$ cat src/rtl/dbg2w_pkg.sv
package dbg2w_pkg;

  typedef enum logic [2:0] {
    OP_ADDR_WR = 3'd0,
    OP_ADDR_RD = 3'd1,
    OP_DATA_WR = 3'd2,
    OP_DATA_RD = 3'd3,
    OP_TGT_RST = 3'd4
  } op_e;

  typedef enum logic [2:0] {
    FLD_START,
    FLD_INS,
    FLD_LEN,
    FLD_OUT,
    FLD_WAIT,
    FLD_IN,
    FLD_STOP,
    FLD_RST
  } fld_e;

  // instruction bits, index 0 is sent first
  function automatic logic [1:0] ins_code(input logic [2:0] op);
    case (op)
      OP_ADDR_WR: ins_code = 2'b11;
      OP_ADDR_RD: ins_code = 2'b10;
      OP_DATA_WR: ins_code = 2'b01;
      default:    ins_code = 2'b00;
    endcase
  endfunction

  function automatic logic op_known(input logic [2:0] op);
    op_known = (op <= OP_TGT_RST);
  endfunction

  function automatic logic op_reads(input logic [2:0] op);
    op_reads = (op == OP_ADDR_RD) || (op == OP_DATA_RD);
  endfunction

endpackage

$ cat src/rtl/dbg2w_sync.sv
module dbg2w_sync #(
  parameter int STAGES = 2
) (
  input  logic clk,
  input  logic rst,
  input  logic d_i,
  output logic q_o
);
  localparam int N = (STAGES < 1) ? 1 : STAGES;

  logic [N-1:0] chain;

  genvar g;
  generate
    for (g = 0; g < N; g++) begin : g_stage
      if (g == 0) begin : g_first
        always_ff @(posedge clk) begin
          if (rst) chain[0] <= 1'b0;
          else     chain[0] <= d_i;
        end
      end else begin : g_next
        always_ff @(posedge clk) begin
          if (rst) chain[g] <= 1'b0;
          else     chain[g] <= chain[g-1];
        end
      end
    end
  endgenerate

  assign q_o = chain[N-1];
endmodule

$ cat src/rtl/dbg2w_strobe.sv
module dbg2w_strobe #(
  parameter int LOW_CYC       = 250,
  parameter int HIGH_CYC      = 250,
  parameter int LONG_LOW_CYC  = 6250,
  parameter int LONG_HIGH_CYC = 250
) (
  input  logic clk,
  input  logic rst,
  input  logic go_i,
  input  logic long_i,
  output logic line_o,
  output logic done_o
);
  localparam int M1   = (LOW_CYC > HIGH_CYC) ? LOW_CYC : HIGH_CYC;
  localparam int M2   = (LONG_LOW_CYC > LONG_HIGH_CYC) ? LONG_LOW_CYC : LONG_HIGH_CYC;
  localparam int MAXC = (M1 > M2) ? M1 : M2;
  localparam int CW   = $clog2(MAXC + 1);
  localparam int CW1  = CW + 1;
  localparam logic [CW-1:0] L_M1  = CW'(LOW_CYC - 1);
  localparam logic [CW-1:0] H_M1  = CW'(HIGH_CYC - 1);
  localparam logic [CW-1:0] LL_M1 = CW'(LONG_LOW_CYC - 1);
  localparam logic [CW-1:0] LH_M1 = CW'(LONG_HIGH_CYC - 1);

  typedef enum logic [1:0] {SB_IDLE, SB_LOW, SB_HIGH} sb_e;

  sb_e           st_q;
  logic [CW-1:0] cnt_q;
  logic          long_q;

  always_ff @(posedge clk) begin
    if (rst) begin
      st_q   <= SB_IDLE;
      cnt_q  <= '0;
      long_q <= 1'b0;
      line_o <= 1'b1;
      done_o <= 1'b0;
    end else begin
      done_o <= 1'b0;
      case (st_q)
        SB_IDLE: begin
          if (go_i) begin
            line_o <= 1'b0;
            long_q <= long_i;
            cnt_q  <= long_i ? LL_M1 : L_M1;
            st_q   <= SB_LOW;
          end
        end
        SB_LOW: begin
          if (cnt_q == '0) begin
            line_o <= 1'b1;
            cnt_q  <= long_q ? LH_M1 : H_M1;
            st_q   <= SB_HIGH;
          end else begin
            cnt_q <= cnt_q - 1'b1;
          end
        end
        default: begin
          if (cnt_q == '0) begin
            done_o <= 1'b1;
            st_q   <= SB_IDLE;
          end else begin
            cnt_q <= cnt_q - 1'b1;
          end
        end
      endcase
    end
  end

  // independent low-run meter guarding the short-strobe width
  logic [CW1-1:0] lowrun_q;
  always_ff @(posedge clk) begin
    if (rst)          lowrun_q <= '0;
    else if (!line_o) lowrun_q <= lowrun_q + 1'b1;
    else              lowrun_q <= '0;
  end

  assert_short_low_R10: assert property (@(posedge clk) disable iff (rst)
    (!line_o && !long_q) |-> (lowrun_q < CW1'(LOW_CYC)));

  assert_done_high_R10: assert property (@(posedge clk) disable iff (rst)
    done_o |-> line_o);
endmodule

$ cat src/rtl/dbg2w_seq.sv
module dbg2w_seq
  import dbg2w_pkg::*;
#(
  parameter int WAIT_TRIES   = 20,
  parameter int WAIT_GAP_CYC = 250
) (
  input  logic       clk,
  input  logic       rst,
  input  logic       req_valid,
  output logic       req_ready,
  input  logic [2:0] req_op,
  input  logic [7:0] req_data,
  output logic       busy,
  output logic       rsp_done,
  output logic       rsp_err,
  output logic [7:0] rsp_data,
  output logic       stb_go,
  output logic       stb_long,
  input  logic       stb_done,
  input  logic       din,
  output logic       dat_o,
  output logic       dat_oe
);
  localparam int TW = $clog2(WAIT_TRIES + 1);
  localparam int GW = $clog2(WAIT_GAP_CYC + 1);
  localparam logic [TW-1:0] TRY_LAST = TW'(WAIT_TRIES - 1);
  localparam logic [GW-1:0] GAP_M1   = GW'(WAIT_GAP_CYC - 1);

  typedef enum logic [2:0] {SQ_IDLE, SQ_ISSUE, SQ_STB, SQ_GAP, SQ_FIN} sq_e;

  sq_e           st_q;
  fld_e          fld_q;
  logic [2:0]    op_q;
  logic [7:0]    sh_q;
  logic [2:0]    bit_q;
  logic [TW-1:0] try_q;
  logic [GW-1:0] gap_q;
  logic [1:0]    ins;

  assign ins       = ins_code(op_q);
  assign req_ready = !busy;

  always_ff @(posedge clk) begin
    if (rst) begin
      st_q     <= SQ_IDLE;
      fld_q    <= FLD_START;
      op_q     <= 3'd0;
      sh_q     <= 8'd0;
      bit_q    <= 3'd0;
      try_q    <= '0;
      gap_q    <= '0;
      busy     <= 1'b0;
      rsp_done <= 1'b0;
      rsp_err  <= 1'b0;
      rsp_data <= 8'd0;
      stb_go   <= 1'b0;
      stb_long <= 1'b0;
      dat_o    <= 1'b0;
      dat_oe   <= 1'b0;
    end else begin
      stb_go   <= 1'b0;
      rsp_done <= 1'b0;
      rsp_err  <= 1'b0;
      case (st_q)
        SQ_IDLE: begin
          if (req_valid) begin
            op_q  <= req_op;
            sh_q  <= req_data;
            bit_q <= 3'd0;
            try_q <= '0;
            busy  <= 1'b1;
            if (req_op == OP_TGT_RST) begin
              fld_q    <= FLD_RST;
              stb_go   <= 1'b1;
              stb_long <= 1'b1;
              dat_oe   <= 1'b0;
              st_q     <= SQ_STB;
            end else if (!op_known(req_op)) begin
              st_q <= SQ_FIN;
            end else begin
              fld_q <= FLD_START;
              st_q  <= SQ_ISSUE;
            end
          end
        end
        SQ_ISSUE: begin
          stb_long <= 1'b0;
          stb_go   <= 1'b1;
          st_q     <= SQ_STB;
          case (fld_q)
            FLD_INS: begin dat_oe <= 1'b1; dat_o <= ins[bit_q[0]]; end
            FLD_LEN: begin dat_oe <= 1'b1; dat_o <= 1'b0;          end
            FLD_OUT: begin dat_oe <= 1'b1; dat_o <= sh_q[0];       end
            default: begin dat_oe <= 1'b0; dat_o <= 1'b0;          end
          endcase
        end
        SQ_STB: begin
          if (stb_done) begin
            st_q <= SQ_ISSUE;
            case (fld_q)
              FLD_RST: begin
                rsp_done <= 1'b1;
                busy     <= 1'b0;
                st_q     <= SQ_IDLE;
              end
              FLD_START: begin
                fld_q <= FLD_INS;
                bit_q <= 3'd0;
              end
              FLD_INS: begin
                if (bit_q == 3'd1) begin
                  bit_q <= 3'd0;
                  case (op_q)
                    OP_ADDR_WR: fld_q <= FLD_OUT;
                    OP_ADDR_RD: fld_q <= FLD_IN;
                    default:    fld_q <= FLD_LEN;
                  endcase
                end else begin
                  bit_q <= bit_q + 3'd1;
                end
              end
              FLD_LEN: begin
                if (bit_q == 3'd1) begin
                  bit_q <= 3'd0;
                  fld_q <= (op_q == OP_DATA_WR) ? FLD_OUT : FLD_WAIT;
                end else begin
                  bit_q <= bit_q + 3'd1;
                end
              end
              FLD_OUT: begin
                sh_q <= {1'b0, sh_q[7:1]};
                if (bit_q == 3'd7) begin
                  bit_q <= 3'd0;
                  fld_q <= (op_q == OP_ADDR_WR) ? FLD_STOP : FLD_WAIT;
                end else begin
                  bit_q <= bit_q + 3'd1;
                end
              end
              FLD_IN: begin
                sh_q <= {din, sh_q[7:1]};
                if (bit_q == 3'd7) begin
                  bit_q <= 3'd0;
                  fld_q <= FLD_STOP;
                end else begin
                  bit_q <= bit_q + 3'd1;
                end
              end
              FLD_WAIT: begin
                if (din) begin
                  bit_q <= 3'd0;
                  fld_q <= (op_q == OP_DATA_WR) ? FLD_STOP : FLD_IN;
                end else if (try_q == TRY_LAST) begin
                  rsp_err <= 1'b1;
                  busy    <= 1'b0;
                  dat_oe  <= 1'b0;
                  st_q    <= SQ_IDLE;
                end else begin
                  try_q <= try_q + 1'b1;
                  gap_q <= GAP_M1;
                  st_q  <= SQ_GAP;
                end
              end
              default: begin
                if (op_reads(op_q)) rsp_data <= sh_q;
                rsp_done <= 1'b1;
                busy     <= 1'b0;
                st_q     <= SQ_IDLE;
              end
            endcase
          end
        end
        SQ_GAP: begin
          if (gap_q == '0) st_q <= SQ_ISSUE;
          else             gap_q <= gap_q - 1'b1;
        end
        default: begin
          rsp_done <= 1'b1;
          busy     <= 1'b0;
          st_q     <= SQ_IDLE;
        end
      endcase
    end
  end

  assert_excl_R13: assert property (@(posedge clk) disable iff (rst)
    !(rsp_done && rsp_err));

  assert_accept_R2: assert property (@(posedge clk) disable iff (rst)
    $rose(busy) |-> $past(req_valid));

  assert_end_R2: assert property (@(posedge clk) disable iff (rst)
    (rsp_done || rsp_err) |-> !busy);

  assert_released_R3: assert property (@(posedge clk) disable iff (rst)
    (st_q == SQ_STB && (fld_q == FLD_START || fld_q == FLD_STOP ||
      fld_q == FLD_WAIT || fld_q == FLD_IN)) |-> !dat_oe);

  assert_timeout_R9: assert property (@(posedge clk) disable iff (rst)
    rsp_err |-> ($past(fld_q) == FLD_WAIT) && !dat_oe);
endmodule

$ cat src/rtl/dbg2w_master.sv
module dbg2w_master #(
  parameter int LOW_CYC      = 250,
  parameter int HIGH_CYC     = 250,
  parameter int RST_LOW_CYC  = 6250,
  parameter int RST_POST_CYC = 250,
  parameter int WAIT_GAP_CYC = 250,
  parameter int WAIT_TRIES   = 20,
  parameter int SYNC_STAGES  = 2
) (
  input  logic       clk,
  input  logic       rst,
  input  logic       req_valid,
  output logic       req_ready,
  input  logic [2:0] req_op,
  input  logic [7:0] req_data,
  output logic       rsp_done,
  output logic       rsp_err,
  output logic [7:0] rsp_data,
  output logic       busy,
  output logic       tck_o,
  output logic       tdat_o,
  output logic       tdat_oe,
  input  logic       tdat_i
);
  logic stb_go, stb_long, stb_done, din_s;

  dbg2w_sync #(.STAGES(SYNC_STAGES)) u_sync (
    .clk (clk),
    .rst (rst),
    .d_i (tdat_i),
    .q_o (din_s)
  );

  dbg2w_strobe #(
    .LOW_CYC      (LOW_CYC),
    .HIGH_CYC     (HIGH_CYC),
    .LONG_LOW_CYC (RST_LOW_CYC),
    .LONG_HIGH_CYC(RST_POST_CYC)
  ) u_strobe (
    .clk    (clk),
    .rst    (rst),
    .go_i   (stb_go),
    .long_i (stb_long),
    .line_o (tck_o),
    .done_o (stb_done)
  );

  dbg2w_seq #(
    .WAIT_TRIES  (WAIT_TRIES),
    .WAIT_GAP_CYC(WAIT_GAP_CYC)
  ) u_seq (
    .clk      (clk),
    .rst      (rst),
    .req_valid(req_valid),
    .req_ready(req_ready),
    .req_op   (req_op),
    .req_data (req_data),
    .busy     (busy),
    .rsp_done (rsp_done),
    .rsp_err  (rsp_err),
    .rsp_data (rsp_data),
    .stb_go   (stb_go),
    .stb_long (stb_long),
    .stb_done (stb_done),
    .din      (din_s),
    .dat_o    (tdat_o),
    .dat_oe   (tdat_oe)
  );

  assert_idle_lines_R1: assert property (@(posedge clk) disable iff (rst)
    !busy |-> (tck_o && !tdat_oe));
endmodule

$ cat config.mk
export PLATFORM = sky130hd
export DESIGN_NAME = dbg2w_master
export DESIGN_NICKNAME = d
export VERILOG_FILES = /design/src/rtl/dbg2w_pkg.sv /design/src/rtl/dbg2w_sync.sv /design/src/rtl/dbg2w_strobe.sv /design/src/rtl/dbg2w_seq.sv /design/src/rtl/dbg2w_master.sv
export SDC_FILE = /design/constraint.sdc
export NUM_CORES = 1
export LEC_CHECK = 0
export ABC_AREA = 1
export BUFFER_PORTS_ARGS = -buffer_cell sky130_fd_sc_hd__buf_4
export CAP_MARGIN = 20
export CORE_UTILIZATION = 50
export DETAILED_ROUTE_END_ITERATION = 10
export HOLD_SLACK_MARGIN = 0.08
export PLACE_DENSITY_LB_ADDON = 0.08
export REMOVE_ABC_BUFFERS = 1
export SETUP_SLACK_MARGIN = 0.05
export SLEW_MARGIN = 5
export SYNTH_ARGS = -nofsm -noshare
export SYNTH_HDL_FRONTEND = slang
export SYNTH_SLANG_ARGS = --single-unit
$ cat constraint.sdc
create_clock -name clk -period 3.79 [get_ports clk]
set_input_delay 1.137 -clock clk [delete_from_list [all_inputs] [get_ports clk]]
set_output_delay 1.137 -clock clk [all_outputs]
set_load 0.01 [all_outputs]
**After elaboration in Yosys (flattened, before gate mapping)**

Index checks and enable logic that the tools add are counted.

- Input bits: 15
- Logic and storage cells: 197
- Output and inout port bits: 15
- Register bits after elaboration: 67

- Magnitude comparators: 2
- Reductions and logical operators: 38
- Multiplexer cells: 86
- Bitwise logic cells: 5
- Equal/unequal tests: 41
- $add $sub $neg: 4

Operators by type and width:

| kind | number |
|---|---|
| $mux 3 | 21 |
| $mux 8 | 7 |
| $mux 13 | 4 |
| $pmux 8 s2 | 3 |
| $pmux 13 s2 | 1 |
| $mux 5 | 5 |
| $pmux 3 s2 | 4 |
| $pmux 3 s4 | 2 |
| $mux 1 | 21 |
| $eq 3x2->1 const B | 6 |
| $pmux 3 s6 | 1 |
| $reduce_and 6->1 | 3 |
| $eq 3x3->1 const B | 5 |
| $ne 3x2->1 const B | 5 |
| $logic_not 13->1 | 1 |
| $sub 13x1->13 const B | 1 |
| $eq 3x1->1 const B | 4 |
| $mux 2 | 6 |
| $ne 2x1->1 const B | 6 |
| $ne 2x2->1 const B | 6 |
| $pmux 1 s2 | 6 |
| $reduce_and 3->1 | 4 |
| $pmux 5 s2 | 1 |
| $reduce_and 10->1 | 1 |
| other kinds (31) | 52 |

**Logic depth before layout (Yosys ltp)**

Gate-level depths: netlist (run 1).

- Depth in word-level cells: 6
- Gate-level depth with buffers: 11
- Depth with buffers taken out: 11

**Cells and area by module**

A second synthesis (run 1) with hierarchy kept.

- Cells, all modules: 574
- Area, all modules: 3709.8 um^2

Modules (own cells, without submodules):

| module | seq. area each (um^2) | times used | cells each | area each (um^2) |
|---|---|---|---|---|
| dbg2w_seq | 960.9 | 1 | 405 | 2625.0 |
| dbg2w_strobe | 340.3 | 1 | 163 | 1029.7 |
| dbg2w_sync | 40.0 | 1 | 6 | 55.1 |

**Least setup slack after synthesis (run 1)**

OpenSTA, ideal clock, no wires.

- Path type: input port to flip-flop
- Start point: input port req_valid
- End point: register u_seq.sh_q[1]
- Required time: 3.674 ns
- Arrival: 1.839 ns
- Slack: 1.835 ns
- Library setup time: 0.116 ns
- Buffers on the path: 0
- Stages on the path: 7
- Path through: nand3_2 nand2_2 nand2_4 a21oi_4 inv_4 nor2_1 nor2_1

- Longest elaborated chain between the ends: 2

RTL lines:

| what | RTL line | text |
|---|---|---|
| from (decl) | dbg2w_master.sv:12 | `input logic req_valid,` |
| $ne 2x2->1 (no line) | -- |  |
| $reduce_and 4->1 (no line) | -- |  |
| to (signal assigned) | dbg2w_seq.sv:68 | `sh_q <= req_data;` |
| to (signal assigned) | dbg2w_seq.sv:131 | `sh_q <= {1'b0, sh_q[7:1]};` |
| to (signal assigned) | dbg2w_seq.sv:140 | `sh_q <= {din, sh_q[7:1]};` |
| to (decl) | dbg2w_seq.sv:34 | `logic [7:0] sh_q;` |

Every way passes these cells.
A chain may end at the register's enable or synchronous reset.

==> flow_summary_export.csv, run 1 <==
group,metric,value,unit
grt,grt_max_degree,42,
power,combinationalPowerShare,0.394,
worst_setup_path,cp_max_fo,41,
final_layout,area_delta_synth_final,12.0,%
yosys,yosys_warnings,0,
grt,grt_pass1_vias,3115,
routing,routed_wl,8270,µm
timing,setup_tns,0,ns
power,internal-power,1.48,mW
status,status,"complete, no violations",
grt,grt_pass1_wl,13900,µm
yosys,ys_top_cells_by_area,"dfxtp_1 (35%), nand2_1 (11%), nor2_1 (9.0%), inv_1 (6.1%), nand3_1 (5.4%)",
timing,hold_violations,0,
clock_tree,cts_made_buffers,9,
power,power.share.clock,0.248,
clock_tree,path_clk_slew,0.08,ns
placement,dpl-instance-area,0.00408,mm²
final_layout,nets,603,
power,power_density,584,mW/mm²
clock_tree,cts_resized,0,
timing,rsz0062_at_grt,"no",
clock_tree,clkSinkCount,67,
placement,numPortBuffers,29,
floorplan,coreArea,0.00733,mm²
floorplan,rows,31,
yosys,ys_ff_latch,67,
yosys,synth.most_common_cell,"nand2_1",
yosys,yosys-top-cells-count,"nand2_1 (108), nor2_1 (92), dfxtp_1 (67)",
min_path,hp-class,"reg -> reg",
timing,layout_min_cycle_time,2.18,ns
worst_setup_path,crit_chain,"buf_4 -> inv_1 -> o21ai_0 -> a31oi_1",
power,p_switching,1.02,mW
yosys,syn_avg_cell_area,6.90,µm²
grt,grt_usage,0.228,
routing,drcViolationCount,0,
yosys,synthCells,555,
routing,antenna_left,0,
yosys,yosysTopAreaCell,"dfxtp_1",
routing,avgViaCountPerCell,5.07,
timing,fin_crit_sh,0.576,
routing,dr.first_iter.drc_count,103,
floorplan,io_pins,30,
worst_setup_path,required,4.06,ns
final_layout,drive_gt1_frac,0.183,
power,ir_worst_vdd,0.265,mV
yosys,synth_top_area_frac,0.350,
routing,via_count,3469,
power,seqPwrFrac,0.358,
placement,pre_cts_ws,1.26,ns
timing,setup_ws,1.61,ns
timing,finalSetupViolCount,0,
timing,worst_pin_slew,0.806,ns
yosys,ys_types,44,
placement,hpwlAfterDp,6050,µm
power,leakagePower,1.93,nW
final_layout,fin_area,0.00429,mm²
clock_tree,holdBufCountCts,0,
worst_setup_path,crit_path_start_kind,"primary input",
clock_tree,cts_max_level,3,
grt,overflow,0,
yosys,seq_area_frac_synth,0.350,
timing,slew_headroom,0.462,
yosys,async_reset_ff_frac,0,
floorplan,start_util,0.522,
worst_setup_path,worstSetupPathType,"in -> reg",
routing,wire_per_inst,12.1,µm
floorplan,chipHeight,89.5,µm
worst_setup_path,crit_buf_inv,2,
worst_setup_path,slowest_delay,0.66,ns
power,sw_frac_of_total,0.407,
worst_setup_path,cp_top_family,"buffers and inverters",
grt,antenna_found_initial,0,
worst_setup_path,setup.worst_path.end_class,"register",
clock_tree,cts_tree,"done",
worst_setup_path,rrSetupSlack,1.80,ns
worst_setup_path,slowest_stage,"inv_1",
clock_tree,worst_skew_pair.late_latency,0.34,ns
timing,skew,0.00976,ns
yosys,synth_area,0.00383,mm²
yosys,synth_edf_count,0,
clock_tree,clockBufferDepth,2,
worst_setup_path,arrival,2.45,ns
routing,drt_pass1_iterations,4,
timing,max_clock_freq,0.458,GHz
floorplan,die_area,0.00801,mm²
floorplan,die_w,89.5,µm
timing,drv_slew,0,
flow_run,cap_violations,0,
final_layout,diodes,0,
clock_tree,post_cts_buffers,0,
placement,gp_congestion,0.842,
yosys,synth-main-ff-cell,"dfxtp_1",
clock_tree,cts_root_buffer,"clkbuf_8",
-- cell usage in the layout, fill, tap and decap left out, types with 4 or more instances in the layout --
cell and n:
nand2_1 108, nor2_1 92, dfxtp_1 67, inv_1 62
nand3_1 41, o21ai_0 32, a21oi_1 31, buf_4 29
nand2_2 17, clkbuf_8 11, nand4_1 8, ha_1 8
a21oi_2 7, inv_2 5, nor2_4 5, xor2_1 5
a211oi_1 5, nor3_1 5, nand3_2 4
-- sequential cells by signal (all words and copies together), names as in the netlist, 2 cells and up --
register	cells
u_strobe.cnt_q	13
u_seq.gap_q	8
u_seq.try_q	5
u_seq.sh_q	8
u_seq.st_q	3
u_strobe.st_q	2
u_seq.rsp_data	8
u_seq.op_q	3
u_seq.fld_q	3
u_seq.bit_q	3
-- logic make-up (layout without fill, tap and decap cells) --
kind of cell,count (synthesis),count (layout),synth area share
xor gates and xnor gates,7,7,0.0160
and+or+nand+nor,299,299,0.375
buffers and inverters,86,116,0.0948
adders and majority gates,8,8,0.0261
DFF,67,67,0.350
AOI/OAI and AO/OA,88,88,0.138
-- cell type report --
type	instances	area, µm²
clock buffer	12	155
clock inverter	4	48.8
fill	712	3040
inverter	71	275
multi-input combinational	402	2120
sequential	67	1340
tap	99	124
timing repair buffer	29	218
-- tightest hold or removal path, stage by stage, from the launching register on --
cell	delay, ns
dfxtp_1	0.30
inv_1	0.04
nor2_1	0.03
-- per-layer routing --
| metal | routed length [µm] | global-route usage |
|---|---|---|
| met2 | 4110 | 0.406 |
| met3 | 260 | 0.0572 |
| met1 | 3820 | 0.272 |
| met4 | 83 | 0.0620 |
| met5 | 0 | 0 |
-- path summary, 6_finish.rpt --
check,from,to,cells past startpoint
setup / recovery,rst,u_seq.dat_o,4
hold / removal,u_sync.chain[0],u_sync.q_o,2
setup reg to reg,u_seq.st_q[1],u_seq.rsp_data[0],6
hold reg to reg,u_sync.chain[0],u_sync.q_o,2
-- per-stage QoR --
step | utilization | cells | hold WS (ns) | power [mW]
after floorplan | - | 540 | 0.388 | 1.67
after global routing | 0.585 | 684 | 0.441 | 2.69
after global placement | 0.557 | 668 | 0.400 | 1.88
after detailed placement | 0.557 | 668 | 0.397 | 1.89
final | 0.585 | 684 | 0.415 | 2.50
after CTS | 0.585 | 684 | 0.414 | 2.51
-- power groups by stage --
stage | combinational, mW | clock (mW) | sequential (mW)
3_3_place_gp | 0.967 | 0 | 0.909
6_report | 0.986 | 0.622 | 0.897
2_1_floorplan | 0.772 | 0 | 0.894
5_1_grt | 1.12 | 0.658 | 0.913
4_1_cts | 0.987 | 0.632 | 0.895
3_5_place_dp | 0.983 | 0 | 0.910
(Power assumes the default switching activity.)
==> run 2: changes to the inputs <==
ABC_AREA = 0   (was 1)
clock period = 1.8 ns   (was 3.79 ns; I/O delays follow)
==> run 2 against run 1 <==
  * The run now ends with setup timing left
  * Flip-flop and latch count did not move
  * Sequential power rose by 93%
  * First-iteration DRC count rose by 47%
  * Die area fell by 5.7%
  * Clock-buffer cell count fell by 3
  * Clock skew fell by 0.0021 ns
  * Cell count fell by 14%
==> flow_summary_export.csv, run 2 <==
group,metric,value,unit
yosys,yosys-top-cells-count,"dfxtp_1 (67), nor2_1 (56), nand2_1 (29)",
yosys,ys_top_cells_by_area,"dfxtp_1 (37%), nor2_1 (5.8%), mux2i_1 (4.4%), a21oi_1 (3.3%), nand2_1 (3.0%)",
timing,rsz0062_at_grt,"yes",
yosys,synthCells,429,
final_layout,multi_input_area,0.00233,mm²
grt,grt_max_degree,24,
final_layout,area_delta_synth_final,30.2,%
yosys,yosys_warnings,0,
worst_setup_path,required,2.03,ns
worst_setup_path,path_depth,7,
routing,via_count,3448,
clock_tree,cts_root_buffer,"clkbuf_8",
floorplan,rows,30,
timing,worst_pin_slew,0.541,ns
timing,setup_tns,-0.0159,ns
yosys,synth_simple_gate_area_frac,0.280,
final_layout,regMostFlops,"u_strobe.cnt_q",
worst_setup_path,worstSetupPathType,"reg -> reg",
routing,wire_per_inst,16.0,µm
min_path,hold_path_depth,2,
power,power_density,955,mW/mm²
worst_setup_path,slowest_stage,"or4b_4",
final_layout,regArea,0.00137,mm²
yosys,async_reset_ff_frac,0,
routing,highest-signal-layer,"met4",
timing,hold_violations,0,
routing,wl_met1,4100,µm
grt,antenna_found_initial,0,
routing,routed_wl,9430,µm
timing,setup_ws,-0.0159,ns
worst_setup_path,crit_chain,"inv_4 -> ha_4 -> or4b_4 -> or3_4 -> nor2b_4 -> o21ai_2 -> o41ai_2",
power,p_total,4.48,mW
final_layout,final_common_cell,"buf_4",
worst_setup_path,crit_buf_inv,1,
yosys,synth_edf_count,0,
routing,wl_met3,368,µm
yosys,ys_ff_latch,67,
grt,grt_usage,0.257,
power,ir_worst_vdd,0.560,mV
routing,drcViolationCount,0,
yosys,synthMuxAreaShare,0.0476,
floorplan,start_util,0.525,
timing,finalSetupViolCount,1,
power,leakagePower,1.77,nW
placement,gp_congestion,0.891,
clock_tree,cts_made_buffers,9,
worst_setup_path,cp_top_family,"simple AND/OR/NAND/NOR gates",
clock_tree,clockBufferDepth,2,
yosys,synth_compound_area_frac,0.189,
yosys,synth-main-ff-cell,"dfxtp_1",
worst_setup_path,rrSetupSlack,-0.02,ns
floorplan,die_area,0.00755,mm²
clock_tree,worst_skew_pair.late_latency,0.34,ns
routing,dr.first_iter.drc_count,151,
final_layout,largest_register_ffs,13,
final_layout,layout_common_cells,"buf_4 (78), nor2_1 (56), dfxtp_1 (54)",
worst_setup_path,crit_path_start_kind,"register",
timing,layout_min_cycle_time,1.82,ns
timing,fin_crit_sh,1.01,
worst_setup_path,slowest_delay,0.46,ns
grt,grt_pass1_wl,15200,µm
final_layout,drive_gt1_frac,0.325,
min_path,hp-class,"in -> reg",
clock_tree,clkSinkCount,67,
grt,grt_pass1_vias,3212,
final_layout,diodes,0,
final_layout,fillers,567,
timing,drv_slew,0,
clock_tree,cts_max_level,3,
yosys,ys_types,66,
final_layout,nets,515,
routing,drt_pass1_iterations,4,
routing,avgViaCountPerCell,5.83,
timing,slew_headroom,0.638,
yosys,seq_area_frac_synth,0.372,
clock_tree,path_clk_slew,0.08,ns
timing,skew,0.00762,ns
clock_tree,cts_tree,"done",
floorplan,io_pins,30,
yosys,synth_top_family_by_area,"simple AND/OR/NAND/NOR gates",
status,violations,"setup timing",
flow_run,cap_violations,0,
yosys,syn_avg_cell_area,8.40,µm²
worst_setup_path,setup.worst_path.end_class,"register",
worst_setup_path,arrival,2.04,ns
worst_setup_path,cp_max_fo,3,
yosys,synth.most_common_cell,"dfxtp_1",
timing,max_clock_freq,0.551,GHz
yosys,synth_area,0.00360,mm²
yosys,synth-xor-area-share,0.0365,
yosys,synth_fa_ha_area_frac,0.0278,
placement,hpwlAfterDp,6590,µm
routing,antenna_left,0,
floorplan,coreArea,0.00687,mm²
worst_setup_path,reg2regPathDepth,7,
yosys,yosysTopAreaCell,"dfxtp_1",
placement,numPortBuffers,29,
grt,overflow,0,
status,status,"finished with violations",
floorplan,chipHeight,86.9,µm
yosys,synth_top_area_frac,0.372,
routing,met2_wirelength,4830,µm
floorplan,die_w,86.9,µm
## run 2: layout make-up
class                      count  share of cell area
tap                           96              0.0256
clock inverter                 5              0.0171
sequential                    67               0.291
inverter                      13              0.0115
clock buffer                   9              0.0264
timing repair buffer          80               0.132
multi-input combinational    321               0.497
## run 2: cell families after synthesis
kind of cell               after synthesis
adders and majority gates                8
muxes                                   17
DFF                                     67
xor gates and xnor gates                15
AOI/OAI and AO/OA                       97
buffers and inverters                   41
and+or+nand+nor                        184
## run 2: worst paths after layout
kind / startpoint / end
min: tdat_i / u_sync.chain[0]
min reg2reg: u_sync.chain[0] / u_sync.q_o
max: u_strobe.cnt_q[0] / u_strobe.cnt_q[10]
max reg2reg: u_strobe.cnt_q[0] / u_strobe.cnt_q[10]
## run 2: stage by stage
step                utilization  instances  worst slack [ns]  hold slack [ns]  area, µm²
detailed placement        0.608        572           -0.0910            0.427       4180
floorplan                     -        401            -0.285            0.414       3480
global placement          0.608        572           0.00449            0.416       4180
CTS                       0.648        587          -0.00812            0.405       4450
global route              0.683        591           -0.0789            0.426       4690
finish                    0.683        591           -0.0159            0.415       4690
## run 2: layer usage
metal  GRT usage  vias up
met4       0.121        0
met3      0.0370       12
met5           0        -
met1       0.323     1656
met2       0.432       91
li1            -     1689
## run 2: worst register-to-register path, cell delays in order, from the launching register on
cell and delay [ns]:
dfxtp_2 0.34, inv_4 0.08, ha_4 0.13, or4b_4 0.46, or3_4 0.34, nor2b_4 0.13
o21ai_2 0.14, o41ai_2 0.08
## run 2: timing repair
item	4_1_cts	5_1_grt
hold buffers	0	0
endpoints found under the hold margin	0	0
resized for setup	23	51
pin swaps	4	23
setup endpoints to repair	10	32
buffers inserted	1	4
## run 2: report_power, final
group          leakage, nW  total (mW)  switching [mW]  internal (mW)
logic                 1.12        1.41           0.687          0.721
clock network       0.0972        1.34           0.577          0.762
registers            0.552        1.73           0.149           1.59
==> run 3: changes to the inputs <==
CORE_UTILIZATION = 34   (was 50)
clock period = 1.5 ns   (was 1.8 ns; I/O delays follow)
==> run 3 against run 2 <==
  * The flow still finishes with violations (setup timing)
  * Sequential power grew 18%
  * Routed wire length grew 26%
  * Cell count grew 22%
  * Core utilization shrank 9.1 points
  * Flip-flop and latch count is the same
  * Register-to-register slack lost 0.26 ns
  * Combinational power grew 82%
  * Via count grew 11%
  * Maximum frequency grew 2.3%
  * Sequential share of layout area shrank 6.4 points
  * Largest cell class unchanged
==> flow_summary_export.csv, run 3 (synthesis gave the netlist of run 2 again) <==
group,metric,value,unit
timing,finalSetupViolCount,46,
clock_tree,path_clk_slew,0.08,ns
routing,highest-signal-layer,"met4",
final_layout,diodes,0,
clock_tree,cts_made_buffers,9,
timing,fin_crit_sh,1.18,
power,power_density,979,mW/mm²
clock_tree,worst_skew_pair.late_latency,0.35,ns
routing,wl_met1,5150,µm
routing,antenna_left,0,
clock_tree,cts_max_level,3,
timing,setup_tns,-4.62,ns
worst_setup_path,worstSetupPathType,"reg -> reg",
floorplan,die_area,0.0110,mm²
min_path,hp-class,"in -> reg",
worst_setup_path,critPathCapture,"u_strobe.cnt_q[10]",
final_layout,regMostFlops,"u_strobe.cnt_q",
routing,drcViolationCount,0,
routing,met2_wirelength,6010,µm
worst_setup_path,rrSetupSlack,-0.27,ns
grt,antenna_found_initial,0,
worst_setup_path,reg2regPathDepth,7,
placement,gp_congestion,0.866,
floorplan,start_util,0.351,
routing,wl_met3,478,µm
placement,dpl-instance-area,0.00470,mm²
final_layout,nets,604,
worst_setup_path,setup.worst_path.end_class,"register",
worst_setup_path,r2r_end,"u_strobe.cnt_q[10]",
timing,setup_ws,-0.274,ns
worst_setup_path,timing.rr.start,"u_strobe.cnt_q[0]",
routing,avgViaCountPerCell,5.31,
worst_setup_path,arrival,2.01,ns
placement,numPortBuffers,29,
timing,hold_violations,0,
final_layout,final_common_cell,"buf_4",
grt,grt_pass1_wl,18100,µm
final_layout,fin_area,0.00609,mm²
worst_setup_path,cp_max_fo,3,
grt,grt_pass1_vias,3719,
clock_tree,holdBufCountCts,0,
clock_tree,clockBufferDepth,2,
clock_tree,cts_root_buffer,"clkbuf_8",
grt,grt_usage,0.206,
final_layout,layout_common_cells,"buf_4 (128), dfxtp_1 (47), nor2_1 (38)",
routing,dr.first_iter.drc_count,135,
timing,skew,0.0154,ns
timing,rsz0062_at_grt,"yes",
routing,via_count,3817,
grt,grt_max_degree,31,
clock_tree,clkSinkCount,67,
power,p_total,5.96,mW
status,status,"finished with violations",
clock_tree,cts_tree,"done",
routing,drt_pass1_iterations,4,
placement,hpwlAfterDp,7370,µm
worst_setup_path,required,1.74,ns
floorplan,rows,37,
routing,wire_per_inst,16.5,µm
floorplan,die_w,105,µm
timing,layout_min_cycle_time,1.77,ns
power,ir_worst_vdd,0.488,mV
timing,slew_headroom,0.703,
floorplan,io_pins,30,
power,leakagePower,2.37,nW
routing,routed_wl,11900,µm
final_layout,area_delta_synth_final,68.9,%
status,violations,"setup timing",
grt,overflow,0,
worst_setup_path,crit_path_start_kind,"register",
timing,drv_slew,0,
final_layout,largest_register_ffs,13,
final_layout,drive_gt1_frac,0.564,
floorplan,chipHeight,105,µm
timing,worst_pin_slew,0.445,ns
floorplan,coreArea,0.0103,mm²
flow_run,cap_violations,0,
worst_setup_path,startpoint,"u_strobe.cnt_q[0]",
timing,max_clock_freq,0.564,GHz
timing,whs,0.304,ns
==> run 3: cell count changes in the layout (fill, tap and decap cells not counted), moves of 7 or more <==
cell and delta:
nor2_4 +8, buf_6 +32, nor2_1 -18, buf_4 +50
nor2_2 +10, dfxtp_1 -7
==> run 3: stage by stage <==
stage / cells / setup WS (ns) / util
floorplan: 401 / -0.585 / -
global placement: 670 / -0.319 / 0.458
detailed placement: 670 / -0.338 / 0.458
CTS: 706 / -0.263 / 0.546
global route: 719 / -0.333 / 0.592
finish: 719 / -0.274 / 0.592
==> run 3: worst max-delay path, cell delays in order (launching register included) <==
cell and delay [ns]:
dfxtp_2 0.34, inv_4 0.07, ha_4 0.13, or4b_4 0.46, or3_4 0.34, nor2b_4 0.13
o21ai_2 0.12, o41ai_1 0.08
==> run 3: where the power goes <==
part	internal [mW]	total [mW]	leakage [nW]	switching, mW
Clock	0.613	1.34	0.0799	0.726
Combinational	1.43	2.57	1.73	1.14
Sequential	1.90	2.05	0.556	0.152
==> run 3: how the worst min path moves through the flow <==
stage | from | to | slack [ns] | cells after the start
3_5_place_dp | u_sync.chain[0] | u_sync.q_o | 0.43 | 1
4_1_cts | tdat_i | u_sync.chain[0] | 0.29 | 2
3_3_place_gp | u_sync.chain[0] | u_sync.q_o | 0.42 | 1
5_1_grt | tdat_i | u_sync.chain[0] | 0.31 | 2
6_report | tdat_i | u_sync.chain[0] | 0.30 | 2
2_1_floorplan | u_sync.chain[0] | u_sync.q_o | 0.41 | 1
==> run 3: cell type report <==
class,count,area (µm²)
fillers,907,4190
multi-input cells,321,2820
repair buffers,169,1500
flip-flops and latches,67,1380
well taps,136,170
clock buffers,10,138
inverters,13,60.1
clock inverters,3,17.5
==> run 3: what timing repair did <==
action                                  CTS  global route
pin swaps                                63            68
endpoints found under the hold margin     0             0
buffers inserted                         24            18
cloned                                    1             2
endpoints found under the setup margin   61            62
gates resized for setup                 149            82
==> run 3: routing by layer <==
layer  global-route usage  vias up
met5                    0        -
met2                0.352       96
li1                     -     1870
met3               0.0424       22
met1                0.254     1829
met4               0.0775        0
